[config.mk]
export PLATFORM = sky130hd
export DESIGN_NAME = bp_jam_gen
export DESIGN_NICKNAME = d
export VERILOG_FILES = /design/src/rtl/bp_jam_pkg.sv /design/src/rtl/bp_sync.sv /design/src/rtl/bp_event.sv /design/src/rtl/bp_jam_seq.sv /design/src/rtl/bp_jam_gen.sv
export SDC_FILE = /design/constraint.sdc
export NUM_CORES = 1
export LEC_CHECK = 0
export ABC_AREA = 1
export BUFFER_PORTS_ARGS = -buffer_cell sky130_fd_sc_hd__buf_2
export CORE_AREA = 10 10 47 49
export CTS_CLUSTER_DIAMETER = 150
export DETAILED_ROUTE_END_ITERATION = 7
export DIE_AREA = 0 0 57 59
export GPL_ROUTABILITY_DRIVEN = 0
export PLACE_DENSITY = 0.67
export SETUP_SLACK_MARGIN = 0.1
export SYNTH_ARGS = -nofsm -noshare
export SYNTH_HDL_FRONTEND = slang
export SYNTH_HIERARCHICAL = 1
export SYNTH_SLANG_ARGS = --single-unit
[constraint.sdc]
create_clock -name clk -period 1.15 [get_ports clk]
set_input_delay 0.23 -clock clk [delete_from_list [all_inputs] [get_ports clk]]
set_output_delay 0.23 -clock clk [all_outputs]
set_load 0.03 [all_outputs]
[src/rtl/bp_jam_pkg.sv]
package bp_jam_pkg;

    typedef enum logic {
        ST_IDLE = 1'b0,
        ST_JAM  = 1'b1
    } jam_state_e;

    typedef struct packed {
        logic crs;
        logic col;
    } line_sense_t;

    localparam int SENSE_W = $bits(line_sense_t);

    // Alternating pattern, bit 0 first: 1,0,1,0...
    function automatic logic [15:0] alt_pattern();
        logic [15:0] p;
        for (int i = 0; i < 16; i++) begin
            p[i] = (i % 2 == 0);
        end
        return p;
    endfunction

endpackage

[src/rtl/bp_sync.sv]
module bp_sync #(
    parameter int WIDTH  = 2,
    parameter int STAGES = 2
) (
    input  logic             clk,
    input  logic             rst,
    input  logic [WIDTH-1:0] d,
    output logic [WIDTH-1:0] q
);
    logic [WIDTH-1:0] chain [STAGES];

    generate
        for (genvar s = 0; s < STAGES; s++) begin : g_stage
            if (s == 0) begin : g_first
                always_ff @(posedge clk) begin
                    if (rst) chain[0] <= '0;
                    else     chain[0] <= d;
                end
            end else begin : g_next
                always_ff @(posedge clk) begin
                    if (rst) chain[s] <= '0;
                    else     chain[s] <= chain[s-1];
                end
            end
        end
    endgenerate

    assign q = chain[STAGES-1];
endmodule

[src/rtl/bp_event.sv]
module bp_event
    import bp_jam_pkg::*;
(
    input  logic        clk,
    input  logic        rst,
    input  line_sense_t sense,
    input  logic        full_duplex,
    input  logic        bp_enable,
    input  logic        buf_avail,
    input  logic        mac_tx_active,
    input  logic        seq_idle,
    output logic        fire
);
    logic col_eff;
    logic crs_q;
    logic col_q;
    logic armed;
    logic line_event;
    logic allowed;

    // Collision only counts on a half-duplex link
    assign col_eff    = sense.col & ~full_duplex;
    assign line_event = (sense.crs & ~crs_q) | (col_eff & ~col_q);
    assign allowed    = ~full_duplex & bp_enable & ~buf_avail & ~mac_tx_active;
    assign fire       = armed & line_event & allowed & seq_idle;

    always_ff @(posedge clk) begin
        if (rst) begin
            crs_q <= 1'b0;
            col_q <= 1'b0;
            armed <= 1'b1;
        end else begin
            crs_q <= sense.crs;
            col_q <= col_eff;
            if (fire)
                armed <= 1'b0;
            else if (!sense.crs && !col_eff)
                armed <= 1'b1;
        end
    end
endmodule

[src/rtl/bp_jam_seq.sv]
module bp_jam_seq
    import bp_jam_pkg::*;
#(
    parameter int NIBBLE_W = 4,
    parameter int JAM_BITS = 32
) (
    input  logic                clk,
    input  logic                rst,
    input  logic                fire,
    output logic                seq_idle,
    output logic                tx_en,
    output logic [NIBBLE_W-1:0] txd
);
    localparam int JAM_BEATS = JAM_BITS / NIBBLE_W;
    localparam int CNT_W     = (JAM_BEATS > 1) ? $clog2(JAM_BEATS) : 1;
    localparam logic [CNT_W-1:0] LAST_BEAT = CNT_W'(JAM_BEATS - 1);
    localparam logic [15:0] PAT_FULL = alt_pattern();
    localparam logic [NIBBLE_W-1:0] JAM_NIB = PAT_FULL[NIBBLE_W-1:0];

    jam_state_e       state;
    logic [CNT_W-1:0] beat;

    always_ff @(posedge clk) begin
        if (rst) begin
            state <= ST_IDLE;
            beat  <= '0;
        end else begin
            case (state)
                ST_IDLE: begin
                    beat <= '0;
                    if (fire) state <= ST_JAM;
                end
                ST_JAM: begin
                    if (beat == LAST_BEAT) begin
                        state <= ST_IDLE;
                        beat  <= '0;
                    end else begin
                        beat <= beat + 1'b1;
                    end
                end
                default: state <= ST_IDLE;
            endcase
        end
    end

    assign seq_idle = (state == ST_IDLE);
    assign tx_en    = (state == ST_JAM);
    assign txd      = tx_en ? JAM_NIB : '0;
endmodule

[src/rtl/bp_jam_gen.sv]
module bp_jam_gen
    import bp_jam_pkg::*;
#(
    parameter int NIBBLE_W    = 4,
    parameter int JAM_BITS    = 32,
    parameter int SYNC_STAGES = 2
) (
    input  logic                clk,
    input  logic                rst,
    input  logic                full_duplex,
    input  logic                bp_enable,
    input  logic                buf_avail,
    input  logic                mac_tx_active,
    input  logic                crs_async,
    input  logic                col_async,
    output logic                tx_en,
    output logic [NIBBLE_W-1:0] txd
);
    line_sense_t raw_sense;
    line_sense_t sync_sense;
    logic        fire;
    logic        seq_idle;

    assign raw_sense.crs = crs_async;
    assign raw_sense.col = col_async;

    bp_sync #(
        .WIDTH  (SENSE_W),
        .STAGES (SYNC_STAGES)
    ) u_sync (
        .clk (clk),
        .rst (rst),
        .d   (raw_sense),
        .q   (sync_sense)
    );

    bp_event u_event (
        .clk           (clk),
        .rst           (rst),
        .sense         (sync_sense),
        .full_duplex   (full_duplex),
        .bp_enable     (bp_enable),
        .buf_avail     (buf_avail),
        .mac_tx_active (mac_tx_active),
        .seq_idle      (seq_idle),
        .fire          (fire)
    );

    bp_jam_seq #(
        .NIBBLE_W (NIBBLE_W),
        .JAM_BITS (JAM_BITS)
    ) u_seq (
        .clk      (clk),
        .rst      (rst),
        .fire     (fire),
        .seq_idle (seq_idle),
        .tx_en    (tx_en),
        .txd      (txd)
    );
endmodule

## Yosys cells after proc, flatten, opt, wreduce, memory -nomap -nowiden

Memories as Yosys holds them, arrays and structs flattened.
Index checks and enable logic that the tools add are counted.

| storage, ports and cells | value |
|---|---|
| memories | 1 |
| word-level logic and storage cells | 43 |
| register bits | 7 |
| bits of input ports | 8 |
| memory bits (writable) | 4 |

Memory list:

| name | words | width | read ports | clocked after memory_dff | write ports | RTL line | source |
|---|---|---|---|---|---|---|---|
| u_sync.chain | 2 | 2 | 2 | 0 | 2 | bp_sync.sv:10 | `logic [WIDTH-1:0] chain [STAGES];` |

| cells by class | value |
|---|---|
| bitwise operators | 18 |
| equal/unequal tests | 1 |
| $add $sub $neg | 1 |
| reductions and logical operators | 4 |
| muxes and demuxes | 13 |

Operators with widths:

| kind | number |
|---|---|
| $and A1 B1 Y1 | 9 |
| $mux W1 | 7 |
| $mux W3 | 2 |
| $not A1 Y1 | 6 |
| $pmux W3 S2 | 1 |
| $mux W2 | 2 |
| $add A3 B1 Y3 const B | 1 |
| $eq A3 B3 Y1 const B | 1 |
| $or A1 B1 Y1 | 3 |
| $logic_not A1 Y1 | 2 |
| $pmux W1 S2 | 1 |
| $reduce_bool A2 Y1 | 1 |
| $logic_and A1 B1 Y1 | 1 |

## Longest topological paths before layout

Gate-level depths: netlist (run 1).

| logic depth | value |
|---|---|
| depth after elaboration | 9 |
| depth in mapped cells | 9 |
| gate-level depth less buffers | 9 |

## Cells and area by module

The synthesis (run 1) kept the hierarchy.

Modules (own cells, without submodules):

| module | times used | area each (um^2) | cells each |
|---|---|---|---|
| bp_jam_seq | 1 | 187.7 | 22 |
| bp_event | 1 | 146.4 | 25 |
| bp_sync | 1 | 110.1 | 12 |

## Worst setup path after synthesis (run 1)

No wires, ideal clock.

| timing | value |
|---|---|
| kind | register to register |
| from | register u_seq.state (netlist: u_seq/tx_en) |
| to | register u_seq.state (netlist: u_seq/tx_en) |
| period minus slack after synthesis | 1141 ps |
| required time | 1034 ps |
| slack | 9 ps |
| cell stages (with the launch flop) | 10 |
| data arrival time | 1025 ps |
| path through | dfxtp_1 -> inv_1 -> nand2_1 -> inv_1 -> nand2_1 -> nor2_1 -> nand2_1 -> inv_1 -> nand3_1 -> nand2_1 |

| between the ends | value |
|---|---|
| longest elaborated chain between the ends | 4 |

RTL lines:

| item | RTL line | source |
|---|---|---|
| start: declaration | bp_jam_seq.sv:20 | `jam_state_e state;` |
| start signal: assignment | bp_jam_seq.sv:25 | `state <= ST_IDLE;` |
| start signal: assignment | bp_jam_seq.sv:31 | `if (fire) state <= ST_JAM;` |
| start signal: assignment | bp_jam_seq.sv:35 | `state <= ST_IDLE;` |
| $not A1 Y1 | bp_jam_seq.sv:46 | `assign seq_idle = (state == ST_IDLE);` |
| net seq_idle | bp_jam_gen.sv:22 | `logic seq_idle;` |
| $and A1 B1 Y1 | bp_event.sv:25 | `assign fire = armed & line_event & allowed & seq_idle;` |
| net fire | bp_jam_gen.sv:21 | `logic fire;` |
| $mux W1 | bp_jam_seq.sv:31 |  |
| $pmux W1 S2 | bp_jam_seq.sv:28 | `case (state)` |

The timed path passes the listed nets, and every way through them passes these cells.
A chain may end at the register's enable or synchronous reset.

## Final worst setup path (run 1)

| timing | value |
|---|---|
| from | register u_seq.state (netlist: u_seq/tx_en) |
| to | output port txd[0] |

| between the ends | value |
|---|---|
| longest elaborated chain between the ends | 1 |

RTL lines:

| item | RTL line | source |
|---|---|---|
| $mux W3 | bp_jam_seq.sv:48 | `assign txd = tx_en ? JAM_NIB : '0;` |
| end: declaration | bp_jam_gen.sv:17 | `output logic [NIBBLE_W-1:0] txd` |

Every way passes these cells.

==> reports/qor.json, run 1 <==
{
  "top_level_ports": 13,
  "cellLeakagePower_nw": 0.299,
  "r2r_setup_slack_ns": 0.14,
  "track_usage": 0.0498,
  "layout_min_cycle_time_ns": 1.03,
  "post_layout_nonfiller_instances": 87,
  "grt_setup_unrepaired": "true",
  "totalWireLength_um": 721,
  "max-cap-violations": 0,
  "stdcell_area_um2": 541,
  "synth.lib_cells_used.distinct": 11,
  "timing.final.setup_violations": 0,
  "slowest_cp_cell": "dfxtp_4",
  "antenna_left": 0,
  "portBuffers": 10,
  "dpl.cell_count": 82,
  "hp_class": "in -> reg",
  "syn_to_final_growth_pct": 21.7,
  "netlist_instances": 59,
  "fin_setup_tns_ns": 0,
  "placement.cell_area_um2": 489,
  "floorplan.initialDensity": 0.317,
  "drt-vias-per-instance": 3.94,
  "max_stage_delay_ns": 0.37,
  "tritoncts.num_buffers": 3,
  "fmax_mhz": 971,
  "avgSynthCellArea_um2": 7.53,
  "final_net_count": 82,
  "cts_htree_levels": 1,
  "path_cells": "buf_4",
  "pre_cts_ws_ns": 0.112,
  "die_width_um": 57,
  "tritoncts_num_sinks": 11,
  "clock_tree_from_tritoncts": "done",
  "placement_rows": 14,
  "arrival_ns": 0.80,
  "hold_viol": 0,
  "seq_area_frac_synth": 0.496,
  "first_pass_iters": 2,
  "drt_iter0_markers": 1,
  "design.die.area_mm2": 0.00336,
  "start_kind": "flop",
  "fp.dieH_um": 59,
  "run_status": "finished, final reports clean",
  "critical_path.top_delay_family": "flip-flops",
  "slew_violations": 0,
  "fin_ws_ns": 0.120,
  "ir_worst_vdd_mv": 0.572,
  "via_count_of_the_first_global_routing_pass": 370,
  "cp_num_cells": 1,
  "maximum_number_of_pins_on_one_net_before_global_route_repair": 9,
  "detailedPlacementHpwl_um": 587,
  "drc_errors": 0,
  "mappedNetlistArea_um2": 444,
  "wire_per_inst_um": 8.29,
  "synthTopCellsByArea": "dfxtp_1 (50%), inv_1 (14%), nor2_1 (9.3%), nand2_1 (8.5%), buf_4 (6.8%)",
  "fin_worst_skew_ns": 0.000778,
  "worstSetupEndpointType": "output pin",
  "cts_buffer_depth": 2,
  "synth_top_area_share": 0.496,
  "gr-total-overflow": 0,
  "drive_gt1_frac": 0.310,
  "cts_hold_buf": 0,
  "postSynthRegisterBits": 11,
  "clock-root-buffer": "clkbuf_4",
  "finalCritPeriodShare": 0.895,
  "cts.clk_slew.worst_paths_ns": 0.07,
  "worst_hold_slack_after_final_layout_ns": 0.166,
  "design.core.area_mm2": 0.00140,
  "worstPathBufferInverterCount": 1,
  "cell_pwr_density_mw_per_mm2": 1290,
  "route.vias.total": 343,
  "holdPathStages": 3,
  "criticalPathCategory": "reg -> out",
  "yosys_warnings": 6,
  "reg2regPathDepth": 5,
  "grt_first_pass_wirelength_mm": 1.26,
  "diodes": 0,
  "worstPathMaxFanout": 5,
  "yosysTopAreaCell": "dfxtp_1",
  "clock_latency_at_the_later_pin_of_the_worst_skew_pair_ns": 0.26,
  "antenna_found_initial": 0,
  "worstPathRequired_ns": 0.92
}
## final cells by class
| type | count | area [um2] |
|---|---|---|
| Inverter | 16 | 60.1 |
| Clock inverter | 1 | 5.00 |
| Fill cell | 157 | 861 |
| Sequential cell | 11 | 225 |
| Tap cell | 16 | 20.0 |
| Clock buffer | 3 | 22.5 |
| Multi-Input combinational cell | 29 | 143 |
| Timing Repair Buffer | 11 | 65.1 |
## report_power, final
part	internal [W]	switching, W	total [W]	leakage (nW)
clock	0.000129	0.000129	0.000258	0.0177
combinational	0.0000183	0.0000293	0.0000476	0.191
sequential	0.000387	0.00000307	0.000390	0.0910
## cells in the final DEF (no fill, tap or decap), drive strengths merged
master  synthesis  routed
ha              2       2
nand2          10      10
or2             1       1
clkbuf          0       3
nor2           11      11
clkinv          0       1
dfxtp          11      11
o21ai           1       1
conb            1       2
buf             4      11
inv            16      16
nand3           2       2
## final timing paths
check,to,start
setup / recovery,txd[0],u_seq/tx_en
hold / removal,u_sync/chain[0][1],crs_async
setup reg to reg,u_seq/beat[2],u_seq/beat[0]
hold reg to reg,u_seq/beat[0],u_seq/beat[0]
## tightest hold or removal path, stage by stage
cell	delay (ns)
buf_2	0.09
inv_1	0.04
nor2_1	0.03
## flip-flops by register name (all words and copies together) (netlist names)
name           flops
u_sync/chain       4
u_seq/beat         3
u_event/armed      1
u_event/col_q      1
u_event/crs_q      1
u_seq/tx_en        1
## per-stage QoR
| stage | total power (W) | util |
|---|---|---|
| 3_3_place_gp | 0.000446 | 0.349 |
| 6_report | 0.000696 | 0.386 |
| 2_1_floorplan | 0.000435 | - |
| 5_1_grt | 0.000733 | 0.386 |
| 3_5_place_dp | 0.000448 | 0.349 |
| 4_1_cts | 0.000708 | 0.372 |
## cells by family (layout without fill, tap and decap cells)
family	Yosys count	count (layout)	share of synthesized area
AND/OR/NAND/NOR	24	24	0.225
buffers and inverters	20	31	0.203
flip-flops	11	11	0.496
adder cells (fa/ha/maj)	2	2	0.0563
other	1	2	0.00844
AO/OA/AOI/OAI	1	1	0.0113
## synth_stat cells
library cell,count
dfxtp_1,11
or2_0,1
inv_1,16
conb_1,1
nand2_1,10
buf_4,4
o21ai_1,1
ha_1,2
nor2_1,11
nand3_1,1
nand3_2,1
## what timing repair did
item,in CTS,in global routing
endpoints found under the setup margin,4,7
buffers inserted,0,1
resized for setup,2,9
pin swaps,0,7
## per-layer routing
metal / global-route usage / wire, um / up-vias
met1: 0.0383 / 318 / 148
met3: 0.0215 / 38 / 2
met2: 0.0853 / 355 / 9
li1: - / - / 184
met4: 0.0604 / 9 / 0
met5: 0 / 0 / -
Note: power is estimated with default switching activity, not from simulation.
==> inputs of run 2 (changes only) <==
--- a/config.mk
+++ b/config.mk
@@ -9,8 +9,10 @@
 export BUFFER_PORTS_ARGS = -buffer_cell sky130_fd_sc_hd__buf_2
-export CORE_AREA = 10 10 47 49
+export CELL_PAD_IN_SITES_DETAIL_PLACEMENT = 0
+export CELL_PAD_IN_SITES_GLOBAL_PLACEMENT = 1
+export CORE_MARGIN = 10
+export CORE_UTILIZATION = 32
 export CTS_CLUSTER_DIAMETER = 150
 export DETAILED_ROUTE_END_ITERATION = 7
-export DIE_AREA = 0 0 57 59
-export GPL_ROUTABILITY_DRIVEN = 0
-export PLACE_DENSITY = 0.67
+export GPL_ROUTABILITY_DRIVEN = 1
+export PLACE_DENSITY = 0.82
 export SETUP_SLACK_MARGIN = 0.1
--- a/constraint.sdc
+++ b/constraint.sdc
@@ -3,2 +3,2 @@
 set_output_delay 0.23 -clock clk [all_outputs]
-set_load 0.03 [all_outputs]
+set_load 0.02 [all_outputs]
==> run 2 against run 1 <==
Effect of this change: cell area is 3.7% lower; utilization is 1.4 points higher; clock skew up 0.00082 ns; combinational power fell by 11%; largest power group unchanged.
==> reports/qor.json, run 2 (synthesis results as in run 1) <==
{
  "p_comb_frac": 0.062,
  "slowest_cp_cell": "dfxtp_2",
  "max_stage_delay_ns": 0.35,
  "detailedPlacementHpwl_um": 519,
  "top_level_ports": 13,
  "path_cells": "buf_2",
  "via_count_of_the_first_global_routing_pass": 276,
  "drive_gt1_frac": 0.257,
  "stdcell_area_um2": 520,
  "cell_pwr_density_mw_per_mm2": 1310,
  "timing.hold.worst.start": "col_async",
  "gr-total-overflow": 0,
  "portBuffers": 10,
  "tritoncts_num_sinks": 11,
  "mostFrequentLayoutCell": "inv_1",
  "r2r-start": "u_seq/beat[0]",
  "wire_per_inst_um": 7.91,
  "fmax_mhz": 987,
  "hold_viol": 0,
  "worstSetupStartpoint": "u_seq/tx_en",
  "hp_class": "in -> reg",
  "tritoncts.num_buffers": 3,
  "drc_errors": 0,
  "cts_hold_buf": 0,
  "cts.clk_slew.worst_paths_ns": 0.06,
  "antenna_left": 0,
  "design.die.area_mm2": 0.00328,
  "die_width_um": 57.3,
  "drt-vias-per-instance": 3.72,
  "final_cell_mix": "inv_1 (16), nor2_1 (11), buf_2 (10), nand2_1 (10), dfxtp_1 (9)",
  "first_pass_iters": 1,
  "netSwitchingPower_w": 0.000141,
  "worstPathRequired_ns": 0.92,
  "clock-root-buffer": "clkbuf_4",
  "finalWeightedCongestion": 0.660,
  "design.core.area_mm2": 0.00130,
  "top_register": "u_sync/chain",
  "multiInputGateArea_um2": 143,
  "fillerInstances": 156,
  "reg.largest.list": "u_sync/chain (4), u_seq/beat (3)",
  "grt_setup_unrepaired": "true",
  "floorplan.initialDensity": 0.341,
  "register_area_um2": 223,
  "worstSetupEndpointType": "output pin",
  "cts_htree_levels": 1,
  "cellLeakagePower_nw": 0.289,
  "route.vias.total": 316,
  "diodes": 0,
  "worstPathMaxFanout": 5,
  "maximum_number_of_pins_on_one_net_before_global_route_repair": 9,
  "slew_violations": 0,
  "layout_min_cycle_time_ns": 1.01,
  "fin_worst_skew_ns": 0.00160,
  "critical_path.top_delay_family": "flip-flops",
  "worstPathBufferInverterCount": 1,
  "clock_latency_at_the_later_pin_of_the_worst_skew_pair_ns": 0.26,
  "clock_tree_from_tritoncts": "done",
  "pwr-share-clk": 0.362,
  "ir_worst_vdd_mv": 0.524,
  "fp.dieH_um": 57.3,
  "placement_rows": 13,
  "criticalPathCategory": "reg -> out",
  "syn_to_final_growth_pct": 17.2,
  "finalCritPeriodShare": 0.881,
  "arrival_ns": 0.78,
  "seqPwrFrac": 0.575,
  "drt_iter0_markers": 0,
  "totalWireLength_um": 672,
  "fin_setup_tns_ns": 0,
  "final_net_count": 81,
  "cts_buffer_depth": 2,
  "largest_reg_flops": 4,
  "switching_share": 0.207,
  "start_kind": "flop",
  "placement.cell_area_um2": 488,
  "timing.final.setup_violations": 0,
  "grt_first_pass_wirelength_mm": 1.10,
  "antenna_found_initial": 0,
  "track_usage": 0.0437,
  "run_status": "finished, final reports clean",
  "p_int_w": 0.000541,
  "max-cap-violations": 0
}
-- run 2: cell count changes in the layout (fill, tap and decap cells not counted), sizes merged --
cell | previous run | this run
buf | 11 | 10
clkbuf | 3 | 4
clkinv | 1 | 0
-- run 2: final cells by class --
type | count | share of cell area
flip-flops and latches | 11 | 0.428
well taps | 15 | 0.0361
repair buffers | 10 | 0.0962
inverters | 16 | 0.115
clock buffers | 4 | 0.0505
multi-input cells | 29 | 0.274
-- run 2: power groups by stage --
stage               Sequential [W]  Clock, W  Combinational, W
finish                    0.000393  0.000247         0.0000424
global route              0.000393  0.000273         0.0000496
CTS                       0.000393  0.000261         0.0000428
detailed placement        0.000401         0         0.0000425
global placement          0.000401         0         0.0000421
floorplan                 0.000401         0         0.0000306
-- run 2: repair_timing --
action | CTS | global route
setup endpoints to repair | 0 | 7
buffers inserted | 0 | 0
resized for setup | 0 | 3
-- run 2: layer usage --
layer  share of wire  GRT usage  vias up  routed length (um)
met3            0.11     0.0177        4                  75
met2            0.38     0.0481       13                 254
met1            0.45     0.0483      118                 304
met5               0          0        -                   0
met4           0.058     0.0705        0                  39
li1                -          -      181                   -
-- run 2: per-stage QoR --
step | hold slack [ns] | worst slack (ns) | util | power, W | std cells
after floorplan | 0.301 | 0.195 | - | 0.000432 | 60
after global placement | 0.389 | 0.178 | 0.375 | 0.000443 | 81
after detailed placement | 0.393 | 0.169 | 0.375 | 0.000444 | 81
after CTS | 0.163 | 0.117 | 0.395 | 0.000697 | 85
after global routing | 0.187 | 0.0880 | 0.400 | 0.000716 | 85
final | 0.167 | 0.137 | 0.400 | 0.000682 | 85
-- run 2: final timing paths --
path / end / slack (ns) / cells after the start
worst max register to register: u_seq/beat[2] / 0.19 / 4
worst min-delay path: u_sync/chain[0][0] / 0.17 / 3
worst min register to register: u_seq/beat[0] / 0.39 / 1
worst max-delay path: txd[2] / 0.14 / 1
